<file path="src/rtl/wbc_pkg.sv">
package wbc_pkg;
  localparam int WAYS = 2;

  typedef enum logic [1:0] {
    OP_READ  = 2'b00,
    OP_WRITE = 2'b01,
    OP_CLEAN = 2'b10,
    OP_RSVD  = 2'b11
  } op_e;

  typedef enum logic [2:0] {
    ST_IDLE,
    ST_LOOKUP,
    ST_WRITEBACK,
    ST_FETCH,
    ST_WRITE_THROUGH,
    ST_RESPOND
  } state_e;
endpackage

</file>
<file path="src/rtl/wbc_tag_store.sv">
module wbc_tag_store
  import wbc_pkg::*;
#(
  parameter int SETS  = 8,
  parameter int TAG_W = 7
) (
  input  logic                        clk,
  input  logic                        rst,
  input  logic [$clog2(SETS)-1:0]     rd_idx,
  output logic [WAYS-1:0]             rd_valid,
  output logic [WAYS-1:0]             rd_dirty,
  output logic [WAYS-1:0][TAG_W-1:0]  rd_tag,
  input  logic                        wr_en,
  input  logic                        wr_way,
  input  logic [$clog2(SETS)-1:0]     wr_idx,
  input  logic [TAG_W-1:0]            wr_tag,
  input  logic                        wr_valid,
  input  logic                        wr_dirty
);
  genvar w;
  generate
    for (w = 0; w < WAYS; w++) begin : g_way
      logic [SETS-1:0]  vld_q;
      logic [SETS-1:0]  drt_q;
      logic [TAG_W-1:0] tag_mem [SETS];
      logic             sel;

      assign sel = wr_en && (wr_way == 1'(w));

      always_ff @(posedge clk) begin
        if (rst) begin
          vld_q <= '0;
          drt_q <= '0;
        end else if (sel) begin
          vld_q[wr_idx] <= wr_valid;
          drt_q[wr_idx] <= wr_dirty;
        end
      end

      always_ff @(posedge clk) begin
        if (sel) tag_mem[wr_idx] <= wr_tag;
      end

      assign rd_valid[w] = vld_q[rd_idx];
      assign rd_dirty[w] = drt_q[rd_idx];
      assign rd_tag[w]   = tag_mem[rd_idx];
    end
  endgenerate
endmodule

</file>
<file path="src/rtl/wbc_data_ram.sv">
module wbc_data_ram
  import wbc_pkg::*;
#(
  parameter int SETS   = 8,
  parameter int DATA_W = 32
) (
  input  logic                         clk,
  input  logic                         rd_en,
  input  logic [$clog2(SETS)-1:0]      rd_idx,
  output logic [WAYS-1:0][DATA_W-1:0]  rd_data,
  input  logic                         wr_en,
  input  logic                         wr_way,
  input  logic [$clog2(SETS)-1:0]      wr_idx,
  input  logic [DATA_W-1:0]            wr_data
);
  genvar w;
  generate
    for (w = 0; w < WAYS; w++) begin : g_way
      logic [DATA_W-1:0] mem [SETS];
      logic [DATA_W-1:0] rd_q;

      always_ff @(posedge clk) begin
        if (wr_en && (wr_way == 1'(w))) mem[wr_idx] <= wr_data;
        if (rd_en) rd_q <= mem[rd_idx];
      end

      assign rd_data[w] = rd_q;
    end
  endgenerate
endmodule

</file>
<file path="src/rtl/wbc_lru.sv">
module wbc_lru #(
  parameter int SETS = 8
) (
  input  logic                    clk,
  input  logic                    rst,
  input  logic [$clog2(SETS)-1:0] rd_idx,
  output logic                    rd_lru,
  input  logic                    upd_en,
  input  logic [$clog2(SETS)-1:0] upd_idx,
  input  logic                    upd_used
);
  logic [SETS-1:0] lru_q;

  always_ff @(posedge clk) begin
    if (rst) begin
      lru_q <= '0;
    end else if (upd_en) begin
      lru_q[upd_idx] <= ~upd_used;
    end
  end

  assign rd_lru = lru_q[rd_idx];
endmodule

</file>
<file path="src/rtl/wbc_cache_top.sv">
module wbc_cache_top
  import wbc_pkg::*;
#(
  parameter int ADDR_W = 10,
  parameter int DATA_W = 32,
  parameter int SETS   = 8,
  parameter int CNT_W  = 16
) (
  input  logic              clk,
  input  logic              rst,
  input  logic              req_valid,
  output logic              req_ready,
  input  logic [1:0]        req_op,
  input  logic [ADDR_W-1:0] req_addr,
  input  logic [DATA_W-1:0] req_wdata,
  output logic              rsp_valid,
  output logic [DATA_W-1:0] rsp_rdata,
  output logic              rsp_hit,
  output logic              mem_req_valid,
  input  logic              mem_req_ready,
  output logic              mem_req_we,
  output logic [ADDR_W-1:0] mem_req_addr,
  output logic [DATA_W-1:0] mem_req_wdata,
  input  logic              mem_rsp_valid,
  input  logic [DATA_W-1:0] mem_rsp_rdata,
  output logic [CNT_W-1:0]  access_cnt,
  output logic [CNT_W-1:0]  hit_cnt
);
  localparam int IDX_W = $clog2(SETS);
  localparam int TAG_W = ADDR_W - IDX_W;

  state_e            state_q;
  op_e               op_q;
  logic [ADDR_W-1:0] addr_q;
  logic [DATA_W-1:0] wdata_q;
  logic              vic_q;
  logic [TAG_W-1:0]  vic_tag_q;
  logic              fetch_sent_q;
  logic [DATA_W-1:0] rdata_q;
  logic              hit_q;
  logic [CNT_W-1:0]  acc_q;
  logic [CNT_W-1:0]  hitc_q;

  logic [IDX_W-1:0]  idx_q;
  logic [TAG_W-1:0]  tag_q;
  assign idx_q = addr_q[IDX_W-1:0];
  assign tag_q = addr_q[ADDR_W-1:IDX_W];

  logic                       accept;
  logic [WAYS-1:0]            ts_valid;
  logic [WAYS-1:0]            ts_dirty;
  logic [WAYS-1:0][TAG_W-1:0] ts_tag;
  logic                       ts_we;
  logic                       ts_way;
  logic                       ts_wvalid;
  logic                       ts_wdirty;
  logic [WAYS-1:0][DATA_W-1:0] dr_rdata;
  logic                       dr_we;
  logic                       dr_way;
  logic [DATA_W-1:0]          dr_wdata;
  logic                       lru_bit;
  logic                       lru_we;
  logic                       lru_used;
  logic [WAYS-1:0]            hit_vec;
  logic                       hit_any;
  logic                       hit_way;
  logic                       victim;

  assign accept = req_valid && (state_q == ST_IDLE);

  wbc_tag_store #(.SETS(SETS), .TAG_W(TAG_W)) u_tags (
    .clk      (clk),
    .rst      (rst),
    .rd_idx   (idx_q),
    .rd_valid (ts_valid),
    .rd_dirty (ts_dirty),
    .rd_tag   (ts_tag),
    .wr_en    (ts_we),
    .wr_way   (ts_way),
    .wr_idx   (idx_q),
    .wr_tag   (tag_q),
    .wr_valid (ts_wvalid),
    .wr_dirty (ts_wdirty)
  );

  wbc_data_ram #(.SETS(SETS), .DATA_W(DATA_W)) u_data (
    .clk     (clk),
    .rd_en   (accept),
    .rd_idx  (req_addr[IDX_W-1:0]),
    .rd_data (dr_rdata),
    .wr_en   (dr_we),
    .wr_way  (dr_way),
    .wr_idx  (idx_q),
    .wr_data (dr_wdata)
  );

  wbc_lru #(.SETS(SETS)) u_lru (
    .clk      (clk),
    .rst      (rst),
    .rd_idx   (idx_q),
    .rd_lru   (lru_bit),
    .upd_en   (lru_we),
    .upd_idx  (idx_q),
    .upd_used (lru_used)
  );

  // Tag compare and victim selection for the latched request
  always_comb begin
    for (int w = 0; w < WAYS; w++) begin
      hit_vec[w] = ts_valid[w] && (ts_tag[w] == tag_q);
    end
  end
  assign hit_any = |hit_vec;
  assign hit_way = hit_vec[1];
  assign victim  = !ts_valid[0] ? 1'b0 : (!ts_valid[1] ? 1'b1 : lru_bit);

  // Array write controls
  always_comb begin
    ts_we     = 1'b0;
    ts_way    = vic_q;
    ts_wvalid = 1'b1;
    ts_wdirty = 1'b0;
    dr_we     = 1'b0;
    dr_way    = vic_q;
    dr_wdata  = wdata_q;
    lru_we    = 1'b0;
    lru_used  = vic_q;
    case (state_q)
      ST_LOOKUP: begin
        if (hit_any && (op_q == OP_WRITE)) begin
          ts_we     = 1'b1;
          ts_way    = hit_way;
          ts_wdirty = 1'b1;
          dr_we     = 1'b1;
          dr_way    = hit_way;
          lru_we    = 1'b1;
          lru_used  = hit_way;
        end else if (hit_any && (op_q != OP_CLEAN)) begin
          lru_we   = 1'b1;
          lru_used = hit_way;
        end
      end
      ST_WRITEBACK: begin
        if ((op_q == OP_CLEAN) && mem_req_ready) begin
          ts_we = 1'b1;
        end
      end
      ST_FETCH: begin
        if (fetch_sent_q && mem_rsp_valid) begin
          ts_we    = 1'b1;
          dr_we    = 1'b1;
          dr_wdata = mem_rsp_rdata;
          lru_we   = 1'b1;
        end
      end
      default: ;
    endcase
  end

  // Control sequence
  always_ff @(posedge clk) begin
    if (rst) begin
      state_q      <= ST_IDLE;
      op_q         <= OP_READ;
      addr_q       <= '0;
      wdata_q      <= '0;
      vic_q        <= 1'b0;
      vic_tag_q    <= '0;
      fetch_sent_q <= 1'b0;
      rdata_q      <= '0;
      hit_q        <= 1'b0;
      acc_q        <= '0;
      hitc_q       <= '0;
    end else begin
      case (state_q)
        ST_IDLE: begin
          if (req_valid) begin
            op_q    <= (op_e'(req_op) == OP_RSVD) ? OP_READ : op_e'(req_op);
            addr_q  <= req_addr;
            wdata_q <= req_wdata;
            state_q <= ST_LOOKUP;
          end
        end
        ST_LOOKUP: begin
          hit_q        <= hit_any;
          rdata_q      <= '0;
          fetch_sent_q <= 1'b0;
          if (op_q != OP_CLEAN) begin
            acc_q <= acc_q + CNT_W'(1);
            if (hit_any) hitc_q <= hitc_q + CNT_W'(1);
          end
          case (op_q)
            OP_WRITE: state_q <= hit_any ? ST_RESPOND : ST_WRITE_THROUGH;
            OP_CLEAN: begin
              vic_q     <= hit_way;
              vic_tag_q <= tag_q;
              state_q   <= (hit_any && ts_dirty[hit_way]) ? ST_WRITEBACK : ST_RESPOND;
            end
            default: begin
              if (hit_any) begin
                rdata_q <= dr_rdata[hit_way];
                state_q <= ST_RESPOND;
              end else begin
                vic_q     <= victim;
                vic_tag_q <= ts_tag[victim];
                state_q   <= (ts_valid[victim] && ts_dirty[victim]) ? ST_WRITEBACK : ST_FETCH;
              end
            end
          endcase
        end
        ST_WRITEBACK: begin
          if (mem_req_ready) state_q <= (op_q == OP_CLEAN) ? ST_RESPOND : ST_FETCH;
        end
        ST_FETCH: begin
          if (!fetch_sent_q && mem_req_ready) fetch_sent_q <= 1'b1;
          if (fetch_sent_q && mem_rsp_valid) begin
            rdata_q <= mem_rsp_rdata;
            state_q <= ST_RESPOND;
          end
        end
        ST_WRITE_THROUGH: begin
          if (mem_req_ready) state_q <= ST_RESPOND;
        end
        default: state_q <= ST_IDLE;
      endcase
    end
  end

  assign req_ready     = (state_q == ST_IDLE);
  assign rsp_valid     = (state_q == ST_RESPOND);
  assign rsp_rdata     = rdata_q;
  assign rsp_hit       = hit_q;
  assign mem_req_valid = (state_q == ST_WRITEBACK) || (state_q == ST_WRITE_THROUGH) ||
                         ((state_q == ST_FETCH) && !fetch_sent_q);
  assign mem_req_we    = (state_q == ST_WRITEBACK) || (state_q == ST_WRITE_THROUGH);
  assign mem_req_addr  = (state_q == ST_WRITEBACK) ? {vic_tag_q, idx_q} : addr_q;
  assign mem_req_wdata = (state_q == ST_WRITEBACK) ? dr_rdata[vic_q] : wdata_q;
  assign access_cnt    = acc_q;
  assign hit_cnt       = hitc_q;
endmodule

</file>
<file path="config.mk">
export PLATFORM = sky130hd
export DESIGN_NAME = wbc_cache_top
export DESIGN_NICKNAME = d
export VERILOG_FILES = /design/src/rtl/wbc_pkg.sv /design/src/rtl/wbc_tag_store.sv /design/src/rtl/wbc_data_ram.sv /design/src/rtl/wbc_lru.sv /design/src/rtl/wbc_cache_top.sv
export SDC_FILE = /design/constraint.sdc
export NUM_CORES = 1
export LEC_CHECK = 0
export BUFFER_PORTS_ARGS = -buffer_cell sky130_fd_sc_hd__buf_2
export CAP_MARGIN = 20
export CORE_MARGIN = 2
export CORE_UTILIZATION = 55
export CTS_CLUSTER_SIZE = 30
export DETAILED_ROUTE_END_ITERATION = 16
export PLACE_DENSITY = 0.7
export SETUP_SLACK_MARGIN = 0.2
export SYNTH_ARGS = -nofsm -noshare
export SYNTH_HDL_FRONTEND = slang
export SYNTH_SLANG_ARGS = --single-unit
</file>
<file path="constraint.sdc">
create_clock -name clk -period 4.6 [get_ports clk]
set_input_delay 0.92 -clock clk [delete_from_list [all_inputs] [get_ports clk]]
set_output_delay 0.92 -clock clk [all_outputs]
set_load 0.1 [all_outputs]
</file>
### Word-level counts from Yosys, hierarchy flattened

Memory sizes are Yosys's and may differ from the RTL's. A register that Yosys moved wholly into a read port is not among the register bits.
Cells that the tools add are included.

| storage, ports and cells | value |
|---|---|
| flip-flop bits (word level) | 161 |
| latch bits | 0 |
| bits in writable memories | 624 |
| memory bits (read-only) | 0 |
| output and inout bits | 111 |
| word-level logic and storage cells | 160 |
| memories kept | 4 |

Memory list:

| name | words | width | rd ports | clocked after Yosys merged registers in | write ports | RTL line | text |
|---|---|---|---|---|---|---|---|
| u_data.g_way[0].mem | 8 | 32 | 1 | 1 | 1 | wbc_data_ram.sv:19 | `logic [DATA_W-1:0] mem [SETS];` |
| u_data.g_way[1].mem | 8 | 32 | 1 | 1 | 1 | wbc_data_ram.sv:19 |  |
| u_tags.g_way[0].tag_mem | 8 | 7 | 1 | 1 | 1 | wbc_tag_store.sv:25 | `logic [TAG_W-1:0] tag_mem [SETS];` |
| u_tags.g_way[1].tag_mem | 8 | 7 | 1 | 1 | 1 | wbc_tag_store.sv:25 |  |

| operators by class | value |
|---|---|
| add/subtract/negate cells | 2 |
| multipliers | 0 |
| divide/modulo/power cells | 0 |
| order comparisons | 5 |
| eq/ne operators | 17 |
| shift-type cells | 0 |
| mux-type cells | 81 |
| bitwise operators | 5 |
| reductions and logical operators | 30 |

Operator list:

| kind | count |
|---|---|
| $mux 32 | 10 |
| $pmux 32 s2 | 1 |
| $mux 1 | 37 |
| $mux 3 | 11 |
| $add 16x1->16 const B | 2 |
| $bwmux 8 | 3 |
| $mux 7 | 3 |
| $logic_and 1x1->1 | 16 |
| $or 8x8->8 | 2 |
| $bmux 1 s3 | 5 |
| $pmux 3 s5 | 1 |
| $eq 7x7->1 | 2 |
| $pmux 7 s2 | 1 |
| $ne 2x2->1 const B | 6 |
| $mux 10 | 1 |
| $pmux 1 s2 | 4 |
| $reduce_and 2->1 | 4 |
| $eq 3x2->1 const B | 2 |
| $eq 3x3->1 const B | 2 |
| $lt 1x2->1 const B | 3 |
| $pmux 3 s2 | 1 |
| $reduce_and 3->1 | 2 |
| $eq 2x2->1 const B | 2 |
| $lt 3x4->1 const B | 1 |
| other kinds (14) | 18 |

### Logic depth before layout (Yosys ltp)

| depth | value |
|---|---|
| depth in word-level cells | 11 |
| mapped depth | 13 |
| depth with buffers taken out | 8 |

### Hierarchy

From an unflattened synthesis, not the netlist that was laid out.

| second synthesis, totals | value |
|---|---|
| cells, all modules | 2135 |
| area, all modules | 34854.7 sq um |

By module, submodules not included:

| module | instances | cells an instance | area an instance (sq um) |
|---|---|---|---|
| wbc_data_ram | 1 | 826 | 21239.1 |
| wbc_cache_top | 1 | 925 | 7229.4 |
| wbc_tag_store | 1 | 346 | 5975.7 |
| wbc_lru | 1 | 38 | 410.4 |

### Worst setup path after synthesis

No wires, ideal clock.

| timing path | value |
|---|---|
| path type | reg2reg |
| from | register state_q[2] |
| to | register u_data.g_way[0].rd_q[0] (read register of u_data.g_way[0].mem) (enable) |
| setup time | 453 ps |
| data arrival time | 5505 ps |
| path slack | -1358 ps |
| cell stages (with the launch flop) | 6 |
| path through | dfxtp_1 -> clkbuf_1 -> nor3_1 -> nand2_1 -> inv_2 -> buf_1 |

| on the way | value |
|---|---|
| cells in the longest elaborated chain, start to end | 2 |

RTL lines:

| what | RTL line | text |
|---|---|---|
| start: declaration | wbc_cache_top.sv:32 | `state_e state_q;` |
| start signal: assignment | wbc_cache_top.sv:193 | `OP_WRITE: state_q <= hit_any ? ST_RESPOND : ST_WRITE_THROUGH;` |
| start signal: assignment | wbc_cache_top.sv:197 | `state_q <= (hit_any && ts_dirty[hit_way]) ? ST_WRITEBACK : ST_RESPOND;` |
| start signal: assignment | wbc_cache_top.sv:206 | `state_q <= (ts_valid[victim] && ts_dirty[victim]) ? ST_WRITEBACK : ST_FETCH;` |
| $logic_not 3->1 | - |  |
| net req_ready | wbc_cache_top.sv:12 | `output logic req_ready,` |
| $logic_and 1x1->1 | wbc_cache_top.sv:69 | `assign accept = req_valid && (state_q == ST_IDLE);` |
| net accept | wbc_cache_top.sv:49 | `logic accept;` |
| end: declaration | wbc_data_ram.sv:20 | `logic [DATA_W-1:0] rd_q;` |

The timed path passes the listed nets, and every way through them passes these cells.
A chain may end at the register's enable or synchronous reset.

### Worst setup path in the final report

| timing path | value |
|---|---|
| from | register state_q[1] |
| to | output mem_req_wdata[14] |

| on the way | value |
|---|---|
| cells in the longest elaborated chain, start to end | 2 |

RTL lines:

| what | RTL line | text |
|---|---|---|
| $eq 3x2->1 | wbc_cache_top.sv:237 | `assign mem_req_wdata = (state_q == ST_WRITEBACK) ? dr_rdata[vic_q] : wdata_q;` |
| $mux 32 | wbc_cache_top.sv:237 |  |
| end: declaration | wbc_cache_top.sv:23 | `output logic [DATA_W-1:0] mem_req_wdata,` |

Every way passes these cells.

==> metrics.sh <==
MIN_PATH_CELLS=2
CTS_HOLD_BUF=0
GRT-OVFL-TOTAL=0
FP-ROW-COUNT=91
FIRST_PASS_GRT_WIRE_LENGTH_UM=124000
WIRE_PER_INST_UM=24.9
CRIT_PATH_CELL_TRACE='nand2b_1 > nor2_4 > buf_4 > nor2_1 > a21oi_1 > buf_2'
YOSYS_WARNINGS=0
SYNTH_SEQ_CELLS=852
POSTSYNTH.ASYNCRESETSHARE=0
YS_SEQ_AREA_FRAC=0.693
CP_MAX_FO=18
WORSTPATHARRIVAL_PS=3160
CTS.SINKS=852
WORST-SETUP-PATH-TYPE='reg2out'
FLOORPLAN.DIE_AREA_SQ_MM=0.0648
R2R-END='rsp_rdata[10]'
YOSYS-TOP-CELLS-AREA='edfxtp_1 60%, dfxtp_1 9.5%, mux4_2 8.8%, mux2_2 3.3%, mux2i_1 3.0%'
CTS_INSERTED_BUFFERS=84
YOSYS-TOP-CELLS-COUNT='688 x edfxtp_1, 220 x nand2_1, 164 x dfxtp_1, 136 x nor2_1, 135 x mux4_2'
HTREE_LEVELS=3
GRT_USE_TOTAL=0.257
WORST_HOLD_PATH_TYPE='reg2reg'
DIEWIDTH_UM=255
PLACEMENT.SETUP.WORST_SLACK_PS=662
DIE_Y_UM=255
POST_SYNTHESIS_INSTANCE_TOTAL=2204
N_FILL_CELL=4332
SLOWEST_DELAY_PS=630
CAP_VIOL_MAX_COUNT=0
CTS.ROOT.BUFFER_CELL='clkbuf_16'
WORST-R2R-SETUP-SLACK_PS=630
DR.PASS1.ITERS=5
WORST_IR_DROP_ON_VDD_mV=0.357
POST_SYNTH_NUM_CELL_TYPES=69
FIN_NETS=2503
TIMING_HOLD_VIOLATIONS_FINAL=0
MIN_FROM='u_tags.g_way[0].vld_q[6]'
CTS.PATH.MAX_BUFFERS=3
INITIAL_ANTENNA_VIOLATION_COUNT=1
FINALSETUPVIOLCOUNT=0
INSERTION_DELAY_TO_THE_LATER_SINK_OF_THE_WORST_SKEW_PAIR_PS=630
CRIT_PATH_TOP_DELAY_CELL='dfxtp_1'
DETAILEDPLACEMENTHPWL_UM=50900
SYN-CELL-AREA_SQ_MM=0.0345
SEQ_AREA_SQ_MM=0.0239
POST_ROUTE_CELLS_DRIVE_ABOVE_1_SHARE=0.277
SYNTHDOMINANTCELLAREASHARE=0.598
CRITPATHCAPTURETYPE='output pin'
LARGEST_NET_DEGREE_AT_THE_START_OF_GLOBAL_ROUTING=96
DESIGN_AREA_SQ_MM=0.0396
NUMBER_OF_SYNTHESIZED_FLOPS_WITH_AN_ENABLE_PIN=688
POSTCTSSETUPREPAIRBUFS=0
TNS_SETUP_PS=0
DRT-VIAS-PER-INSTANCE=6.11
CORE-AREA_SQ_MM=0.0619
NUMBER_OF_REMAINING_DRC_ERRORS=0
ANTENNADIODECOUNT=0
SYNTH_AREA_PER_CELL_SQ_UM=15.7
CLK_PIN_SLEW_PS=70
FIRST_GLOBAL_VIAS=20100
FINAL_MAX_SLEW_VIOL_COUNT=0
PLACED_CELL_AREA_SQ_MM=0.0368
LEAKAGEPOWER_nW=13.4
DETAIL_ROUTE.ITER0.VIOLATIONS=2197
R2R.WORST_PATH.CELLS=11
REQUIRED_PS=3680
SETUP_SLACK_PS=523
START_KIND='flop'
SLEW-LIMIT-HEADROOM=0.320
COUNT_OF_VIAS_PLACED_BY_THE_DETAILED_ROUTER=20300
CLOCK-SKEW-FINAL_PS=27.2
AREA_GROWTH_PCT=14.7
CTS_TREE='built'
INITIAL_UTILIZATION=0.557
FOOTPRINT_OF_THE_MULTI_INPUT_GATES_SQ_MM=0.0100
FINALCOREUTILIZATION=0.639
SYNTH_AREA_LEADER_CELL='edfxtp_1'
SYNTH_FF_TYPE='edfxtp_1'
PLACED_CELLS_INCL_TAPS=3169
GP_CONGESTION=0.880
DRT-TOTAL-WL_UM=82600
SYNTH.MOST_COMMON_CELL='edfxtp_1'
ROUTE.ANTENNA.REMAINING_NETS=0
INSTANCES_NO_FILL=3325
IOPINCOUNT=192
PERIOD_SHARE=0.886
IO_BUFFERS=191
WORSTHOLDENDPOINT='u_tags.g_way[0].vld_q[6]'
STATUS='completed'
CLOCK.FMAX_GHz=0.245
TIMING.FINAL.CRIT_PERIOD_PS=4080
POWER_DENSITY_mW_PER_MM2=466
WORST_SLEW_PIN_SLEW_PS=1020
POSTSYNTHNETCOUNT=2289
SETUP_REPAIR_AFTER_GLOBAL_ROUTING_MISSED_ITS_MARGIN='no'
[flip-flops by register name, summed over array words and instances, names as in the netlist, named ones only]
signal / cells
wdata_q: 32
u_tags.g_way.tag_mem: 112
vic_tag_q: 7
op_q: 2
vic_q: 1
u_tags.g_way.vld_q: 16
u_data.g_way.rd_q: 64
u_lru.lru_q: 8
fetch_sent_q: 1
hit_cnt: 16
access_cnt: 16
rsp_rdata: 32
u_data.g_way.mem: 512
addr_q: 10
rsp_hit: 1
state_q: 3
u_tags.g_way.drt_q: 16
[per-stage QoR]
step	power, mW	hold slack (ps)
2_1_floorplan	11.0	422
3_3_place_gp	11.6	435
3_5_place_dp	11.6	438
4_1_cts	18.6	450
5_1_grt	19.0	465
6_report	18.5	451
[how the worst max path moves through the flow]
| stage | slack, ps | to | depth (start not counted) | startpoint |
|---|---|---|---|---|
| finish | 520 | mem_req_wdata[14] | 6 | state_q[1] |
| global route | 410 | mem_req_wdata[29] | 6 | state_q[1] |
| CTS | 540 | mem_req_wdata[14] | 6 | state_q[1] |
| detailed placement | 660 | state_q[0] | 11 | addr_q[2] |
| global placement | 440 | state_q[0] | 11 | addr_q[2] |
| floorplan | 430 | u_data.g_way[0].mem[0][0] | 11 | addr_q[2] |
[power by group]
group          leakage (nW)  switching [mW]  internal (mW)
Clock                  1.37            2.90           4.07
Sequential             7.62           0.178           8.63
Combinational          4.44            2.07          0.614
[logic make-up (layout without fill, tap and decap cells)]
| group | after synthesis | count (layout) | synth area share |
|---|---|---|---|
| DFF | 852 | 852 | 0.693 |
| muxes | 343 | 343 | 0.153 |
| buffers and inverters | 167 | 451 | 0.0211 |
| AOI/OAI and AO/OA | 305 | 305 | 0.0588 |
| xor gates and xnor gates | 25 | 25 | 0.00634 |
| adders and majority gates | 4 | 4 | 0.00145 |
| and+or+nand+nor | 508 | 508 | 0.0664 |
[layout by cell type, fill, tap and decap left out, types with 10 or more instances in the layout]
cell type,instances
dfxtp_1,161
a21oi_1,114
clkinv_2,21
nand2_1,218
buf_12,10
nor2_4,18
xor2_1,14
nor2_1,118
a22o_1,18
clkbuf_1,15
buf_4,68
a22oi_1,38
nand2b_1,31
mux4_2,135
mux2_2,101
and3_1,14
clkbuf_16,86
xnor2_1,11
or3_1,10
nand4_1,13
inv_1,27
o21ai_0,25
nor3_1,14
a31oi_1,10
mux2i_1,102
buf_2,188
a211oi_1,36
edfxtp_1,688
bufinv_16,10
nand3_1,27
[per-layer routing]
| metal | share of wire | global-route usage | routed length [um] |
|---|---|---|---|
| met5 | 0 | 0 | 0 |
| met4 | 0.020 | 0.0779 | 1690 |
| met3 | 0.073 | 0.0398 | 6060 |
| met2 | 0.49 | 0.421 | 40600 |
| met1 | 0.42 | 0.359 | 34300 |
[critical path, delay by kind of cell (launching register included)]
kind | cells | cell delay [ps]
flops | 1 | 630
compound gates | 1 | 180
simple gates | 3 | 850
buf+inv | 2 | 830
[area by class of cell]
| type | count | share of cell area |
|---|---|---|
| Tap cell | 837 | 0.0264 |
| Sequential cell | 852 | 0.605 |
| Timing Repair Buffer | 267 | 0.0421 |
| Clock buffer | 105 | 0.0572 |
| Inverter | 28 | 0.00272 |
| Clock inverter | 51 | 0.0138 |
| Multi-Input combinational cell | 1185 | 0.253 |
[what timing repair did]
action                     in CTS  in global routing
hold endpoints to repair        0                  0
gates resized for setup         0                  1
setup endpoints to repair       0                  1
(Power assumes the default switching activity.)
